## src/rtl/qbs_pkg.sv

```systemverilog
package qbs_pkg;
    typedef enum logic [2:0] {
        ST_IDLE,
        ST_ISSUE,
        ST_WAIT,
        ST_FORCE,
        ST_DONE
    } sel_state_e;
endpackage

```

## src/rtl/qbs_rank_stack.sv

```systemverilog
// Full recency ranking for one set: rank 0 = most recent, WAYS-1 = least recent.
// Two move-to-front ports per cycle, applied in order: port A, then port B.
module qbs_rank_stack #(
    parameter int WAYS  = 8,
    parameter int WAY_W = $clog2(WAYS)
) (
    input  logic             clk,
    input  logic             rst_n,
    input  logic             a_vld,
    input  logic [WAY_W-1:0] a_way,
    input  logic             b_vld,
    input  logic [WAY_W-1:0] b_way,
    output logic [WAY_W-1:0] lru_way
);
    localparam logic [WAY_W-1:0] OLDEST = WAY_W'(WAYS - 1);

    logic [WAY_W-1:0] rank_q   [WAYS];
    logic [WAY_W-1:0] rank_mid [WAYS];
    logic [WAY_W-1:0] rank_nxt [WAYS];

    always_comb begin
        for (int w = 0; w < WAYS; w++) begin
            rank_mid[w] = rank_q[w];
            if (a_vld) begin
                if (WAY_W'(w) == a_way)
                    rank_mid[w] = '0;
                else if (rank_q[w] < rank_q[a_way])
                    rank_mid[w] = rank_q[w] + 1'b1;
            end
        end
        for (int w = 0; w < WAYS; w++) begin
            rank_nxt[w] = rank_mid[w];
            if (b_vld) begin
                if (WAY_W'(w) == b_way)
                    rank_nxt[w] = '0;
                else if (rank_mid[w] < rank_mid[b_way])
                    rank_nxt[w] = rank_mid[w] + 1'b1;
            end
        end
    end

    always_comb begin
        lru_way = '0;
        for (int w = 0; w < WAYS; w++)
            if (rank_q[w] == OLDEST) lru_way = WAY_W'(w);
    end

    generate
        for (genvar g = 0; g < WAYS; g++) begin : g_rank
            always_ff @(posedge clk) begin
                if (!rst_n) rank_q[g] <= WAY_W'(g);
                else        rank_q[g] <= rank_nxt[g];
            end
        end
    endgenerate
endmodule

```

## src/rtl/qbs_resp_collect.sv

```systemverilog
// Gathers per-core presence answers for one outstanding query.
module qbs_resp_collect #(
    parameter int CORES = 4
) (
    input  logic             clk,
    input  logic             rst_n,
    input  logic             clear,
    input  logic [CORES-1:0] resp_vld,
    input  logic [CORES-1:0] resp_hit,
    output logic             all_in,
    output logic             any_hit
);
    logic [CORES-1:0] seen_q, held_q, seen_n, held_n;

    always_comb begin
        seen_n  = seen_q | resp_vld;
        held_n  = held_q | (resp_vld & resp_hit);
        all_in  = &seen_n;
        any_hit = |held_n;
    end

    always_ff @(posedge clk) begin
        if (!rst_n || clear) begin
            seen_q <= '0;
            held_q <= '0;
        end else begin
            seen_q <= seen_n;
            held_q <= held_n;
        end
    end
endmodule

```

## src/rtl/qbs_victim_sel.sv

```systemverilog
module qbs_victim_sel
    import qbs_pkg::*;
#(
    parameter int WAYS  = 8,
    parameter int CORES = 4,
    parameter int TAG_W = 20,
    parameter int CAP_W = 4,
    parameter int WAY_W = $clog2(WAYS)
) (
    input  logic                  clk,
    input  logic                  rst_n,
    input  logic                  miss_start,
    input  logic [CAP_W-1:0]      query_cap,
    input  logic [WAYS-1:0]       way_valid,
    input  logic [WAYS*TAG_W-1:0] way_tags,
    input  logic                  touch_vld,
    input  logic [WAY_W-1:0]      touch_way,
    output logic                  qry_vld,
    output logic [WAY_W-1:0]      qry_way,
    output logic [TAG_W-1:0]      qry_tag,
    input  logic [CORES-1:0]      resp_vld,
    input  logic [CORES-1:0]      resp_hit,
    output logic                  done,
    output logic [WAY_W-1:0]      vic_way,
    output logic                  vic_binv
);
    sel_state_e       state_q, state_d;
    logic [WAY_W-1:0] cand_q, cand_d;
    logic [WAY_W-1:0] vic_q, vic_d;
    logic             binv_q, binv_d;
    logic [CAP_W-1:0] cnt_q, cnt_d;
    logic             promote;
    logic [WAY_W-1:0] lru_way;
    logic             all_in, any_hit;
    logic             free_found;
    logic [WAY_W-1:0] free_way;
    logic             stk_a_vld;
    logic [WAY_W-1:0] stk_a_way;

    // Lowest-index invalid way.
    always_comb begin
        free_found = 1'b0;
        free_way   = '0;
        for (int w = WAYS - 1; w >= 0; w--) begin
            if (!way_valid[w]) begin
                free_found = 1'b1;
                free_way   = WAY_W'(w);
            end
        end
    end

    // Next-state and datapath decisions.
    always_comb begin
        state_d = state_q;
        cand_d  = cand_q;
        vic_d   = vic_q;
        binv_d  = binv_q;
        cnt_d   = cnt_q;
        promote = 1'b0;
        unique case (state_q)
            ST_IDLE: begin
                if (miss_start) begin
                    cnt_d = '0;
                    if (free_found) begin
                        vic_d   = free_way;
                        binv_d  = 1'b0;
                        state_d = ST_DONE;
                    end else if (query_cap == '0) begin
                        vic_d   = lru_way;
                        binv_d  = 1'b1;
                        state_d = ST_DONE;
                    end else begin
                        state_d = ST_ISSUE;
                    end
                end
            end
            ST_ISSUE: begin
                cand_d  = lru_way;
                state_d = ST_WAIT;
            end
            ST_WAIT: begin
                if (all_in) begin
                    if (any_hit) begin
                        promote = 1'b1;
                        cnt_d   = cnt_q + 1'b1;
                        state_d = (cnt_d == query_cap) ? ST_FORCE : ST_ISSUE;
                    end else begin
                        vic_d   = cand_q;
                        binv_d  = 1'b0;
                        state_d = ST_DONE;
                    end
                end
            end
            ST_FORCE: begin
                vic_d   = lru_way;
                binv_d  = 1'b1;
                state_d = ST_DONE;
            end
            ST_DONE: begin
                state_d = ST_IDLE;
            end
            default: state_d = ST_IDLE;
        endcase
    end

    // State register.
    always_ff @(posedge clk) begin
        if (!rst_n) begin
            state_q <= ST_IDLE;
            cand_q  <= '0;
            vic_q   <= '0;
            binv_q  <= 1'b0;
            cnt_q   <= '0;
        end else begin
            state_q <= state_d;
            cand_q  <= cand_d;
            vic_q   <= vic_d;
            binv_q  <= binv_d;
            cnt_q   <= cnt_d;
        end
    end

    // Outputs.
    always_comb begin
        qry_vld   = (state_q == ST_WAIT);
        qry_way   = cand_q;
        qry_tag   = way_tags[cand_q*TAG_W +: TAG_W];
        done      = (state_q == ST_DONE);
        vic_way   = vic_q;
        vic_binv  = binv_q;
        stk_a_vld = promote || (state_q == ST_DONE);
        stk_a_way = promote ? cand_q : vic_q;
    end

    qbs_rank_stack #(.WAYS(WAYS), .WAY_W(WAY_W)) u_stack (
        .clk     (clk),
        .rst_n   (rst_n),
        .a_vld   (stk_a_vld),
        .a_way   (stk_a_way),
        .b_vld   (touch_vld),
        .b_way   (touch_way),
        .lru_way (lru_way)
    );

    qbs_resp_collect #(.CORES(CORES)) u_collect (
        .clk      (clk),
        .rst_n    (rst_n),
        .clear    (state_q != ST_WAIT),
        .resp_vld (resp_vld),
        .resp_hit (resp_hit),
        .all_in   (all_in),
        .any_hit  (any_hit)
    );
endmodule

```

## config.mk

```make
export PLATFORM = sky130hd
export DESIGN_NAME = qbs_victim_sel
export DESIGN_NICKNAME = d
export VERILOG_FILES = /design/src/rtl/qbs_pkg.sv /design/src/rtl/qbs_rank_stack.sv /design/src/rtl/qbs_resp_collect.sv /design/src/rtl/qbs_victim_sel.sv
export SDC_FILE = /design/constraint.sdc
export NUM_CORES = 1
export LEC_CHECK = 0
export ABC_AREA = 0
export BUFFER_PORTS_ARGS = -buffer_cell sky130_fd_sc_hd__clkbuf_2
export CORE_ASPECT_RATIO = 0.5
export CORE_MARGIN = 5
export CORE_UTILIZATION = 53
export CTS_BUF_LIST = sky130_fd_sc_hd__clkbuf_8
export CTS_CLUSTER_DIAMETER = 50
export CTS_CLUSTER_SIZE = 16
export DETAILED_ROUTE_END_ITERATION = 7
export PLACE_DENSITY = 0.83
export SLEW_MARGIN = 20
export SYNTH_ARGS = -nofsm -noshare
export SYNTH_HDL_FRONTEND = slang
export SYNTH_SLANG_ARGS = --single-unit
```

## constraint.sdc

```tcl
create_clock -name clk -period 7.01 [get_ports clk]
set_clock_uncertainty 0.05 [all_clocks]
set_input_delay 0.701 -clock clk [delete_from_list [all_inputs] [get_ports clk]]
set_output_delay 0.701 -clock clk [all_outputs]
set_load 0.02 [all_outputs]
```

==> results.json <==
{
  "outcome": "complete, no violations",
  "hp-class": "reg2reg",
  "die_w_um": 161,
  "tritoncts": "done",
  "drt_iter0_drc": 661,
  "gp_congestion": 0.978,
  "grt_use_met1_pct": 40.8,
  "post_cts_buffers": 0,
  "start_util_pct": 54.6,
  "met2_usage_pct": 49.3,
  "ir_drop_uv": 103,
  "dr.pass1.iters": 5,
  "cp_top_family": "simple AND/OR/NAND/NOR gates",
  "p_per_area_nw_per_um2": 229,
  "maxSlewViolCount": 0,
  "postSynthCellCount": 705,
  "multi_input_area_um2": 4840,
  "synth.most_common_cell": "nor2_1",
  "numPortBuffers": 215,
  "slowest_delay_ns": 0.61,
  "grt_pass1_vias": 6558,
  "synth-edff-count": 0,
  "grt_use_met3_pct": 8.02,
  "wl_per_cell_um": 21.0,
  "synthFlopType": "dfxtp_1",
  "yosys.area.top_type_share_pct": 15.6,
  "crit_top_cell": "nor2_1",
  "avgViaCountPerCell": 6.54,
  "placed_area_um2": 7170,
  "syn_area_um2": 6050,
  "arrival_ns": 6.37,
  "path_clk_slew_ns": 0.10,
  "relSlewSlack_pct": 47.6,
  "drc": 0,
  "yosys-top-cells-area": "mux4_2 16%, dfxtp_1 15%, ha_1 6.6%",
  "nets": 1119,
  "path_cells": "clkbuf_2 > nor2_1 > nor4_4 > and3_4 > mux2i_1 > mux2_2 > nor2_1 > a21oi_1 > a21oi_1 > ha_1 > nand2_1 > a211o_1 > o211ai_4 > or2_0 > nor2_1 > o21ai_0 > a22o_1 > mux4_2 > mux2i_1 > ha_1 > nor4_1 > or4b_2 > a21boi_0",
  "setup_viol": 0,
  "diodes": 0,
  "cp_max_fo": 12,
  "synth_area_leader_cell": "mux4_2",
  "cts_hold_buf": 0,
  "area_growth_pct": 20.4,
  "grt_pass1_wl_um": 34000,
  "synth_area_per_cell_um2": 8.58,
  "row_count": 27,
  "fin_ws_ns": 0.840,
  "path_buf_inv": 1,
  "critical_path_class": "in2reg",
  "fmax_mhz": 162,
  "synthTopCellsByCount": "74 x nor2_1, 73 x nand2_1, 46 x dfxtp_1",
  "gr-usage-all-layers_pct": 30.2,
  "num_io_pins": 216,
  "insertion_delay_ns": 0.31,
  "die_area_um2": 13800,
  "fin_area_um2": 7280,
  "cts_max_level": 2,
  "core-area_um2": 11100,
  "ys_seq_elements": 46,
  "seq_area_um2": 923,
  "die_h_um": 85.5,
  "synth_cell_types": 98,
  "via_count": 6839,
  "worst_slew_pin_slew_ns": 0.786,
  "drive_gt1_share_pct": 37.4,
  "clock_sinks": 46,
  "gr-total-overflow": 0,
  "routed_wl_um": 22000,
  "leakage_nw": 3.09,
  "cts_buffer_depth": 2,
  "ant_nets": 0,
  "fin_crit_sh_pct": 88.0,
  "yosys_warnings": 0,
  "place_ws_ns": 0.575,
  "busiest_layer": "met2",
  "cp_slowest_cell": "or4b_2",
  "holdWs_ns": 0.441,
  "antenna_found_initial": 0,
  "syn-num-nets": 924,
  "max_cap_viol_count": 0,
  "timing.final.crit_period_ns": 6.17,
  "cp-end-kind": "flop",
  "hpwl_um": 18000,
  "synthArstFlopShare_pct": 0,
  "cp_data_required_time_ns": 7.21,
  "cts_resized": 0,
  "finalHoldViolations": 0,
  "cts-root-buf": "clkbuf_8",
  "synth-seq-area-share_pct": 15.2,
  "fin_tns_setup_ns": 0,
  "rsz0062_at_grt": "false",
  "fillers": 936,
  "grt_max_degree": 49,
  "cts_made_buffers": 5,
  "startpoint_type": "input pin"
}
final cells by class:
type	count	share of cell area, %
multi-input cells	601	66.5
repair buffers	223	15.6
flip-flops and latches	46	12.7
well taps	145	2.49
inverters	23	1.19
clock buffers	5	0.946
clock inverters	3	0.567
worst register-to-register path: stages, from the launching register on:
cell      delay [ns]
dfxtp_1         0.55
nand2b_4        0.16
nor2_8          0.20
and3_4          0.34
mux2i_1         0.47
mux2_2          0.39
nor2_1          0.09
a21oi_1         0.05
a21oi_1         0.24
ha_1            0.32
nand2_1         0.16
a211o_1         0.16
o211ai_4        0.09
or2_0           0.23
nor2_1          0.09
o21ai_0         0.09
a22o_1          0.33
mux4_2          0.47
mux2i_1         0.20
ha_1            0.31
nor4_1          0.32
or4b_2          0.61
a21boi_0        0.17
cells by family (layout without fill, tap and decap cells):
| group | after synthesis | after routing | share of synthesized area (%) |
|---|---|---|---|
| AND/OR/NAND/NOR | 255 | 255 | 21.4 |
| AO/OA/AOI/OAI | 209 | 209 | 25.3 |
| multiplexers | 90 | 90 | 24.5 |
| buffers and inverters | 58 | 254 | 4.70 |
| flip-flops | 46 | 46 | 15.2 |
| adder cells (fa/ha/maj) | 37 | 37 | 7.51 |
| XOR/XNOR | 10 | 10 | 1.45 |
placed cells by master (no fill, tap or decap), types with 7 or more instances in the layout:
cell type / netlist / routed
o311a_1: 8 / 8
mux4_2: 42 / 42
mux2i_1: 17 / 17
o21ai_0: 43 / 43
a211oi_1: 7 / 7
xnor2_1: 7 / 7
inv_1: 23 / 24
ha_1: 32 / 32
nand2b_1: 21 / 21
clkbuf_2: 0 / 215
nor2_1: 74 / 74
nand2_1: 73 / 73
dfxtp_1: 46 / 44
a31oi_1: 12 / 12
a21oi_1: 37 / 37
buf_4: 1 / 8
nand3_1: 14 / 14
nor3_1: 16 / 16
mux2_2: 28 / 28
o31ai_1: 8 / 8
through the flow:
step                std cells  total power, mW  utilization [%]
floorplan                 705             1.14                -
global placement         1038             1.38             64.7
detailed placement       1038             1.42             64.7
CTS                      1046             1.63             65.7
global route             1046             1.78             65.7
finish                   1046             1.67             65.7
flip-flops by register name, summed over array words and instances (netlist names):
register,count
cnt_q,4
qry_way,3
state_q,3
u_collect.held_q,4
u_collect.seen_q,4
u_stack.rank_q,24
vic_binv,1
vic_way,3
power breakdown:
group	total [mW]	switching (mW)	internal, mW
Sequential	0.408	0.100	0.308
Clock	0.207	0.102	0.105
Combinational	1.05	0.615	0.438
Total	1.67	0.817	0.851
worst paths after layout:
path | start | to | slack (ns) | depth (start not counted)
max | resp_vld[0] | u_stack.rank_q[1][2]$_SDFF_PN0_ | 0.84 | 23
min | u_collect.held_q[1]$_SDFF_PP0_ | u_collect.held_q[1]$_SDFF_PP0_ | 0.44 | 2
max reg2reg | state_q[1]$_SDFFE_PN0P_ | u_stack.rank_q[1][2]$_SDFF_PN0_ | 0.87 | 22
min reg2reg | u_collect.held_q[1]$_SDFF_PP0_ | u_collect.held_q[1]$_SDFF_PP0_ | 0.44 | 2
metal layers:
metal	vias up	wire length (µm)
met5	-	0
met4	0	369
met3	38	2660
met2	472	10200
met1	3197	8800
li1	3132	-
Power figures use the tool's default switching activity.
